===== config.mk =====
export PLATFORM = sky130hd
export DESIGN_NAME = chdiv_channel
export DESIGN_NICKNAME = d
export VERILOG_FILES = /design/src/rtl/chdiv_pkg.sv /design/src/rtl/chdiv_cfg_capture.sv /design/src/rtl/chdiv_core.sv /design/src/rtl/chdiv_outstage.sv /design/src/rtl/chdiv_channel.sv
export SDC_FILE = /design/constraint.sdc
export NUM_CORES = 1
export LEC_CHECK = 0
export CORE_MARGIN = 1
export CORE_UTILIZATION = 53
export DETAILED_ROUTE_END_ITERATION = 12
export GPL_TIMING_DRIVEN = 0
export PLACE_DENSITY = 0.85
export SLEW_MARGIN = 20
export SYNTH_ARGS = -nofsm -noshare
export SYNTH_HDL_FRONTEND = slang
export SYNTH_SLANG_ARGS = --single-unit

===== constraint.sdc =====
create_clock -name clk_i -period 3.41 [get_ports clk_i]
set_input_delay 0.341 -clock clk_i [delete_from_list [all_inputs] [get_ports clk_i]]
set_output_delay 0.341 -clock clk_i [all_outputs]
set_load 0.005 [all_outputs]

===== src/rtl/chdiv_pkg.sv =====
// Shared types for the clock-channel divider.
// Assumes: count fields are CW bits wide, large enough for a 0..31 range.
package chdiv_pkg;
    localparam int CW = 5;

    typedef enum logic [1:0] {
        ST_IDLE  = 2'd0,
        ST_DELAY = 2'd1,
        ST_RUN   = 2'd2
    } chdiv_state_e;

    typedef struct packed {
        logic [CW-1:0] high;
        logic [CW-1:0] low;
        logic [CW-1:0] phase;
        logic          start_high;
        logic          dcc;
        logic          bypass;
    } chdiv_cfg_t;
endpackage


===== src/rtl/chdiv_cfg_capture.sv =====
// Legalises the raw configuration and stores it while sync is high.
// Assumes: MAX_RATIO <= 2**CW + 1 so that MAX_RATIO-2 fits in a count field.
module chdiv_cfg_capture
    import chdiv_pkg::*;
#(
    parameter int MAX_RATIO = 32
) (
    input  logic       clk_i,
    input  logic       rst_ni,
    input  logic       sync_i,
    input  chdiv_cfg_t raw_i,
    output chdiv_cfg_t eff_o
);
    localparam int SUM_MAX = MAX_RATIO - 2;

    logic [CW:0]   raw_sum;
    logic [CW-1:0] high_sat;
    chdiv_cfg_t    legal;

    assign raw_sum  = {1'b0, raw_i.high} + {1'b0, raw_i.low};
    assign high_sat = (int'(raw_i.high) > SUM_MAX) ? CW'(SUM_MAX) : raw_i.high;

    // Saturate an over-long period and drop correction if counts do not suit it.
    always_comb begin
        legal = raw_i;
        if (int'(raw_sum) > SUM_MAX) begin
            legal.high = high_sat;
            legal.low  = CW'(SUM_MAX) - high_sat;
        end
        legal.dcc = raw_i.dcc &&
                    ({1'b0, legal.low} == ({1'b0, legal.high} + {{CW{1'b0}}, 1'b1}));
    end

    // Store the legalised setting only while the channel is held in sync.
    always_ff @(posedge clk_i) begin
        if (!rst_ni) begin
            eff_o <= '0;
        end else if (sync_i) begin
            eff_o <= legal;
        end
    end
endmodule


===== src/rtl/chdiv_core.sv =====
// Rising-edge divider core: start delay, then alternating high/low phases.
// Assumes: cfg_i is stable whenever sync_i is low (guaranteed by capture stage).
module chdiv_core
    import chdiv_pkg::*;
(
    input  logic       clk_i,
    input  logic       rst_ni,
    input  logic       sync_i,
    input  chdiv_cfg_t cfg_i,
    output logic       lvl_o,
    output logic       run_o
);
    chdiv_state_e  st_q;
    logic [CW-1:0] cnt_q;
    logic [CW-1:0] first_cnt;
    logic          armed_q;

    assign first_cnt = cfg_i.start_high ? cfg_i.high : cfg_i.low;

    // Sequence idle -> delay -> run; each phase counts its length down to zero.
    always_ff @(posedge clk_i) begin
        if (!rst_ni) begin
            st_q    <= ST_IDLE;
            cnt_q   <= '0;
            lvl_o   <= 1'b0;
            run_o   <= 1'b0;
            armed_q <= 1'b0;
        end else if (sync_i) begin
            st_q    <= ST_IDLE;
            cnt_q   <= '0;
            lvl_o   <= 1'b0;
            run_o   <= 1'b0;
            armed_q <= 1'b1;
        end else begin
            unique case (st_q)
                ST_IDLE: begin
                    if (armed_q) begin
                        armed_q <= 1'b0;
                        if (cfg_i.phase == '0) begin
                            st_q  <= ST_RUN;
                            run_o <= 1'b1;
                            lvl_o <= cfg_i.start_high;
                            cnt_q <= first_cnt;
                        end else begin
                            st_q  <= ST_DELAY;
                            cnt_q <= cfg_i.phase - CW'(1);
                        end
                    end
                end
                ST_DELAY: begin
                    if (cnt_q == '0) begin
                        st_q  <= ST_RUN;
                        run_o <= 1'b1;
                        lvl_o <= cfg_i.start_high;
                        cnt_q <= first_cnt;
                    end else begin
                        cnt_q <= cnt_q - CW'(1);
                    end
                end
                ST_RUN: begin
                    if (cnt_q == '0) begin
                        lvl_o <= ~lvl_o;
                        cnt_q <= lvl_o ? cfg_i.low : cfg_i.high;
                    end else begin
                        cnt_q <= cnt_q - CW'(1);
                    end
                end
                default: st_q <= ST_IDLE;
            endcase
        end
    end
endmodule


===== src/rtl/chdiv_outstage.sv =====
// Output stage: optional half-cycle duty stretch and the bypass clock gate.
// Assumes: lvl_i and run_i change only on rising edges of clk_i.
module chdiv_outstage #(
    parameter bit DCC_PRESENT = 1'b1
) (
    input  logic clk_i,
    input  logic rst_ni,
    input  logic lvl_i,
    input  logic run_i,
    input  logic dcc_en_i,
    input  logic bypass_i,
    output logic clk_o
);
    logic run_n;
    logic shaped;

    // Falling-edge copy of run, so the bypass gate opens and closes while clk is low.
    always_ff @(negedge clk_i) begin
        if (!rst_ni) begin
            run_n <= 1'b0;
        end else begin
            run_n <= run_i;
        end
    end

    if (DCC_PRESENT) begin : g_dcc
        logic lvl_n;

        // Falling-edge retimed level, ORed on to stretch each high phase.
        always_ff @(negedge clk_i) begin
            if (!rst_ni) begin
                lvl_n <= 1'b0;
            end else begin
                lvl_n <= lvl_i;
            end
        end

        assign shaped = dcc_en_i ? (lvl_i | lvl_n) : lvl_i;
    end else begin : g_no_dcc
        assign shaped = lvl_i;
    end

    assign clk_o = bypass_i ? (clk_i & run_n) : shaped;
endmodule


===== src/rtl/chdiv_channel.sv =====
// Top of one clock-channel divider: capture, counting core and output stage.
// Assumes: configuration ports are static and only sampled while sync_i is high.
module chdiv_channel
    import chdiv_pkg::*;
#(
    parameter int MAX_RATIO   = 32,
    parameter bit DCC_PRESENT = 1'b1
) (
    input  logic          clk_i,
    input  logic          rst_ni,
    input  logic          sync_i,
    input  logic [CW-1:0] high_cnt_i,
    input  logic [CW-1:0] low_cnt_i,
    input  logic [CW-1:0] phase_cnt_i,
    input  logic          start_high_i,
    input  logic          bypass_i,
    input  logic          dcc_en_i,
    output logic          div_clk_o,
    output logic          running_o
);
    chdiv_cfg_t raw_cfg;
    chdiv_cfg_t eff_cfg;
    logic       core_lvl;
    logic       core_run;

    // Bundle the configuration ports into one record.
    always_comb begin
        raw_cfg.high       = high_cnt_i;
        raw_cfg.low        = low_cnt_i;
        raw_cfg.phase      = phase_cnt_i;
        raw_cfg.start_high = start_high_i;
        raw_cfg.dcc        = dcc_en_i;
        raw_cfg.bypass     = bypass_i;
    end

    chdiv_cfg_capture #(.MAX_RATIO(MAX_RATIO)) u_cfg (
        .clk_i  (clk_i),
        .rst_ni (rst_ni),
        .sync_i (sync_i),
        .raw_i  (raw_cfg),
        .eff_o  (eff_cfg)
    );

    chdiv_core u_core (
        .clk_i  (clk_i),
        .rst_ni (rst_ni),
        .sync_i (sync_i),
        .cfg_i  (eff_cfg),
        .lvl_o  (core_lvl),
        .run_o  (core_run)
    );

    chdiv_outstage #(.DCC_PRESENT(DCC_PRESENT)) u_out (
        .clk_i    (clk_i),
        .rst_ni   (rst_ni),
        .lvl_i    (core_lvl),
        .run_i    (core_run),
        .dcc_en_i (eff_cfg.dcc),
        .bypass_i (eff_cfg.bypass),
        .clk_o    (div_clk_o)
    );

    assign running_o = core_run;
endmodule


==> impl_results.md, run 1 <==
- Synth Cell Area: 2130 sq um
- Vias in the first global route: 1860
- Synthesized area per cell: 8.44 sq um
- Routed wire length: 5.14 mm
- Main area contributors after synthesis: dfxtp_1, ha_1, mux2i_1
- Hold path depth: 3
- R2R setup slack: 1.12 ns
- Critical Path Sink Type: primary output
- Final Slew Violations: 0
- Crit path max fanout: 1
- Die Ht: 65.5 microns
- Post-synth ARST share: 0%
- Top-area cell type share of the netlist area: 28.1%
- Final hold vios: 0
- Clock Pin Slew Worst Setup and Hold Paths: 0.07 ns
- Post-route ant nets: 0
- Area leader, netlist: dfxtp_1
- Seq/Total Area, Yosys: 28.1%
- Core area: 3770 sq um
- Hold crit path type: input port to flop
- Share of layout cells above drive strength 1: 9.76%
- Syn nets: 288
- Placed instance count: 323
- Iter 0 DRT Violations: 142
- HP Start: high_cnt_i[1]
- Congestion Overflow GR: 0
- N_diodes: 0
- I/O Buffers: 22
- Initial antenna violation count: 0
- Die span in x: 65.5 microns
- First-pass GRT wire length: 8.51 mm
- Area Growth Syn to Fin: 22.3%
- Hold EP: u_cfg.eff_o[14]
- Initial core utilization: 56.6%
- Pin count of the biggest net entering global routing: 11
- FF-to-FF Start: u_core.lvl_o
- GP Congestion: 0.928
- Die Area: 4290 sq um
- Placed inst area: 2410 sq um
- Dpl hpwl: 3.74 mm
- Critical Path AT: 2.98 ns
- Remaining DRCs: 0
- Worst Tran Pin Value: 0.704 ns
- Status: complete, no violations
- Syn Inst Count: 253
- Fin util: 69.2%
- I/O pin cnt: 23
- Final cell count without fillers: 335
- Routed WL per cell: 15.4 microns
- Insertion delay to the later sink of the worst-skew pair: 0.47 ns
- Worst vdd ir: 0.372 mV
- # Max-Cap Violations: 0
- Leakage: 1.07 nW
- P per Cell Area: 449 nW/um^2
- Nets: 321
- CTS tree: built
- Setup CP Type: flop to primary output
- Site Rows: 22
- Register-to-Register Path Depth: 1
- Slew headroom: 53.1%
- GRT Resource Usage Total: 26.6%
- RR Endpoint: u_out.g_dcc.lvl_n
- First-pass iteration count of the detailed router: 5
- Synth Flop Type: dfxtp_1
- Number of synthesis warnings: 0
- Clock skew: 0.0706 ns
- Unique masters post-synth: 50
- Hold_buf cts: 0
- Via/cell ratio: 6.05
- Post-synth EDFFs: 0
- Final Setup Violations: 0
- Vias: 2027
- FF+latch count, synth: 30
- Cell area after layout: 2610 sq um
- Setup slack at placement: -0.491 ns
- Final Worst Setup Slack: 0.0881 ns
- Hold Worst Slack: 0.442 ns
- CP Launch Type: flop
- Worst Path Required: 3.07 ns
==> through the flow <==
step	total power, mW	TNS (ns)
floorplan	0.604	0
global placement	0.682	-0.469
detailed placement	0.687	-0.491
CTS	1.16	0
global route	1.23	-0.0244
finish	1.17	0
==> report_power, final <==
group,switching (mW),internal [mW]
Clock,0.174,0.309
Combinational,0.158,0.137
Sequential,0.0212,0.373
==> cell type report <==
cell class                      count  area [sq um]
Multi-Input combinational cell    195          1440
Fill cell                         289          1160
Sequential cell                    30           601
Timing Repair Buffer               22           223
Clock buffer                       11           169
Tap cell                           48          60.1
Buffer                             12          52.6
Inverter                           14          52.6
Clock inverter                      3          12.5
==> placed cells by master (no fill, tap or decap), types with 4 or more instances in the layout <==
master / instances
a2111oi_0: 4
a211oi_1: 10
a21oi_1: 13
and2_1: 7
clkbuf_1: 10
clkbuf_8: 8
clkdlybuf4s50_1: 19
dfxtp_1: 30
ha_1: 13
inv_1: 16
mux2i_1: 15
nand2_1: 10
nand3_1: 6
nor2_1: 11
nor2b_1: 19
nor3_1: 13
o21ai_0: 11
o221ai_1: 4
xnor2_1: 9
xor2_1: 4
==> metal layers <==
layer / part of all wire [%] / vias to the layer above / track usage (%) / wire, microns
met2: 46 / 77 / 40.9 / 2360
met1: 45 / 942 / 33.3 / 2340
li1: - / 993 / - / -
met3: 6.9 / 15 / 10.1 / 353
met5: 0 / - / 0 / 0
met4: 1.8 / 0 / 10.6 / 94
==> worst max path at each step <==
| stage | cells past startpoint | to | startpoint |
|---|---|---|---|
| after floorplan | 14 | u_cfg.eff_o[1] | high_cnt_i[0] |
| after detailed placement | 15 | u_cfg.eff_o[1] | high_cnt_i[0] |
| after global routing | 15 | u_cfg.eff_o[1] | low_cnt_i[0] |
| after global placement | 15 | u_cfg.eff_o[1] | high_cnt_i[0] |
| after CTS | 15 | u_cfg.eff_o[1] | high_cnt_i[0] |
| final | 3 | div_clk_o | u_out.g_dcc.lvl_n |
==> worst max-delay path: stages (launching register included) <==
cell	delay, ns
dfxtp_1	0.29
a21oi_1	0.18
o21ai_1	0.08
dlygate4sd2_1	0.26
==> state kept, by name, summed over array words and instances (netlist names) <==
name / cells
u_cfg.eff_o: 18
u_core.cnt_q: 5
u_core.st_q: 2
u_core.armed_q: 1
u_core.lvl_o: 1
u_core.run_o: 1
u_out.g_dcc.lvl_n: 1
u_out.run_n: 1
==> cell families (layout without fill, tap and decap cells) <==
logic type,Yosys count,after routing,synth area share (%)
adders and majority gates,14,14,8.56
muxes,18,18,8.62
and+or+nand+nor,85,85,22.9
xor gates and xnor gates,14,14,5.74
AOI/OAI and AO/OA,64,64,20.8
buffers and inverters,28,62,5.28
DFF,30,30,28.1
==> Yosys cell counts (all sizes together) (3+ instances only) <==
cell / instances
dfxtp: 30
nor2b: 19
inv: 15
mux2i: 15
a21oi: 14
ha: 13
nor3: 13
o21ai: 13
nor2: 12
clkbuf: 11
a211oi: 10
nand2: 10
xnor2: 10
and2: 7
nand3: 6
a2111oi: 4
o221ai: 4
xor2: 4
a221o: 3
mux2: 3
nand2b: 3
or2: 3
==> what timing repair did <==
item,in CTS,in global routing
gates resized for setup,3,6
buffers inserted,0,1
endpoints found under the setup margin,4,1
pin swaps,0,1
cloned,0,0
Note: power is estimated with default switching activity, not from simulation.
==> inputs of run 2 (changes only) <==
ABC_CLOCK_PERIOD_IN_PS = 3410   (was default)
CORE_UTILIZATION = 38   (was 53)
PLACE_DENSITY = default   (was 0.85)
==> run 2 against run 1 <==
  * Non-clock buffer count is 1 lower
  * Sequential share of layout area is 0.11 points higher
  * Setup slack better by 0.056 ns
  * Die area is 38% higher
  * Hold slack worse by 0.0027 ns
  * Flip-flop and latch count stayed put
  * Combinational power is 1% lower
  * Critical path type unchanged
  * Design area is 0.48% lower
  * Clock power is 14% lower
  * Sequential power hardly changed
==> impl_results.md, run 2 (synthesis gave the netlist of run 1 again) <==
- Status: complete, no violations (unchanged)
- Iter 0 DRT Violations: 126 (was 142)
- Clock Pin Slew Worst Setup and Hold Paths: 0.06 ns (was 0.07 ns)
- Core area: 5270 sq um (was 3770 sq um)
- Die span in x: 77.0 microns (was 65.5 microns)
- N_diodes: 0 (unchanged)
- Hold Worst Slack: 0.440 ns (was 0.442 ns)
- Congestion Overflow GR: 0 (unchanged)
- Routed wire length: 5.22 mm (was 5.14 mm)
- Insertion delay to the later sink of the worst-skew pair: 0.46 ns (was 0.47 ns)
- Register-to-Register Path Depth: 1 (unchanged)
- Nets: 320 (was 321)
- Fill cell count: 562 (was 289)
- Top reg by flops: u_cfg.eff_o (unchanged)
- R2R setup slack: 1.11 ns (was 1.12 ns)
- Final Slew Violations: 0 (unchanged)
- P per Cell Area: 423 nW/um^2 (was 449 nW/um^2)
- Max FFs per register: 18 (unchanged)
- Cell area after layout: 2600 sq um (was 2610 sq um)
- Area Growth Syn to Fin: 21.7% (was 22.3%)
- Vias: 1917 (was 2027)
- CP Launch Type: flop (unchanged)
- Setup slack at placement: -0.494 ns (was -0.491 ns)
- Via/cell ratio: 5.38 (was 6.05)
- Hold crit path type: input port to flop (unchanged)
- Commonest non-fill, non-tap cell in the layout: dfxtp_1 (unchanged)
- Worst vdd ir: 0.324 mV (was 0.372 mV)
- First-pass GRT wire length: 8.68 mm (was 8.51 mm)
- Clock skew: 0.0679 ns (was 0.0706 ns)
- Die Area: 5920 sq um (was 4290 sq um)
- Final Worst Setup Slack: 0.144 ns (was 0.0881 ns)
- Final hold vios: 0 (unchanged)
- Site Rows: 26 (was 22)
- RSZ-0062 raised after global routing: false
- Hold_buf cts: 0 (unchanged)
- Placed instance count: 345 (was 323)
- GP Congestion: 0.818 (was 0.928)
- CTS tree: built (unchanged)
- Worst Path Required: 3.07 ns (about the same)
- Final cell count without fillers: 356 (was 335)
- First-pass iteration count of the detailed router: 4 (was 5)
- Final Setup Violations: 0 (unchanged)
- Post-CTS setup buffers: 0 (unchanged)
- Largest delay contributor family on the critical path: flip-flops (unchanged)
- Most frequent cells in the layout: dfxtp_1, nor2b_1, clkdlybuf4s50_1 (unchanged)
- Hold path depth: 3 (unchanged)
- Die Ht: 77.0 microns (was 65.5 microns)
- Slowest stage delay, CP: 0.28 ns (was 0.29 ns)
- Post-route ant nets: 0 (unchanged)
- Initial antenna violation count: 0 (unchanged)
- Routed WL per cell: 14.7 microns (was 15.4 microns)
- Critical Path Sink Type: primary output (unchanged)
- Hold EP: u_cfg.eff_o[14] (unchanged)
- Placed inst area: 2440 sq um (was 2410 sq um)
- Slew headroom: 51.2% (was 53.1%)
- I/O Buffers: 22 (unchanged)
- Buffers plus inverters on the worst setup path: 1 (unchanged)
- Leakage: 1.05 nW (was 1.07 nW)
- Vias in the first global route: 1778 (was 1860)
- Critical Path AT: 2.92 ns (was 2.98 ns)
- Fin util: 49.3% (was 69.2%)
- Crit path max-delay cell type: dfxtp_1 (unchanged)
- I/O pin cnt: 23 (unchanged)
- FF-to-FF Start: u_core.lvl_o (unchanged)
- Setup CP Type: flop to primary output (unchanged)
- Share of layout cells above drive strength 1: 8.74% (was 9.76%)
- # Max-Cap Violations: 0 (unchanged)
- Remaining DRCs: 0 (unchanged)
- Worst Tran Pin Value: 0.732 ns (was 0.704 ns)
- Pin count of the biggest net entering global routing: 11 (unchanged)
- Crit path max fanout: 1 (unchanged)
- HP Start: high_cnt_i[1] (unchanged)
- Initial core utilization: 40.5% (was 56.6%)
- Top Registers: u_cfg.eff_o (18), u_core.cnt_q (5), u_core.st_q (2) (unchanged)
- GRT Resource Usage Total: 18.8% (was 26.6%)
- RR Endpoint: u_out.g_dcc.lvl_n (unchanged)
- Worst-path cell chain: a21oi_1 > o21ai_0 > dlygate4sd2_1 (was a21oi_1 > o21ai_1 > dlygate4sd2_1)
- Dpl hpwl: 3.91 mm (was 3.74 mm)
run 2: changes by cell type in the layout (fill, tap and decap cells not counted):
| cell | before | now |
|---|---|---|
| a21oi_1 | 13 | 14 |
| clkbuf_1 | 10 | 11 |
| clkbuf_16 | 2 | 0 |
| o21ai_1 | 1 | 0 |
| buf_4 | 1 | 0 |
| bufinv_8 | 0 | 1 |
| a21oi_2 | 1 | 0 |
| clkinvlp_2 | 1 | 0 |
| o21ai_0 | 11 | 12 |
| clkinv_2 | 0 | 1 |
run 2: cell type report:
type	instances	area, sq um	share of cell area [%]
Clock inverter	4	30.0	1.16
Sequential cell	30	601	23.1
Multi-Input combinational cell	195	1440	55.3
Timing Repair Buffer	21	215	8.28
Tap cell	70	87.6	3.37
Buffer	12	52.6	2.02
Inverter	14	52.6	2.02
Clock buffer	10	123	4.72
run 2: what timing repair did:
| action | in CTS | in global routing |
|---|---|---|
| pin swaps | 1 | 0 |
| endpoints found under the hold margin | 0 | 0 |
| resized for setup | 2 | 5 |
| endpoints found under the setup margin | 4 | 1 |
run 2: metal layers:
layer  routed length, microns  share of wire [%]  GRT usage, %
met1                     2770                 53          26.4
met2                     2240                 43          27.3
met3                      164                3.1          5.00
met4                       44               0.84          6.35
met5                        0                  0             0
run 2: metrics by stage:
stage                     setup TNS [ns]  power, mW
after floorplan                        0      0.604
after global placement            -0.542      0.690
after detailed placement          -0.494      0.690
after CTS                              0       1.10
after global routing                   0       1.16
final                                  0       1.10
run 2: worst max path at each step:
stage               slack, ns        endpoint         startpoint  cells after the start
global placement        -0.54  u_cfg.eff_o[1]      high_cnt_i[0]                     15
floorplan                0.46  u_cfg.eff_o[1]      high_cnt_i[0]                     14
detailed placement      -0.49  u_cfg.eff_o[1]      high_cnt_i[0]                     15
finish                   0.14       div_clk_o  u_out.g_dcc.lvl_n                      3
CTS                     0.003  u_cfg.eff_o[1]      high_cnt_i[0]                     15
global route            0.001  u_cfg.eff_o[1]       low_cnt_i[0]                     15
run 2: tightest hold or removal path, stage by stage:
cell            delay [ns]
dlymetal6s2s_1        0.21
mux2i_1               0.17
nor2b_1               0.06
run 2: power by group:
group | total [mW] | leakage, nW | internal, mW | switching (mW)
Clock | 0.413 | 0.0965 | 0.256 | 0.157
Combinational | 0.290 | 0.710 | 0.134 | 0.156
Sequential | 0.395 | 0.246 | 0.373 | 0.0221
Total | 1.10 | 1.05 | 0.763 | 0.335
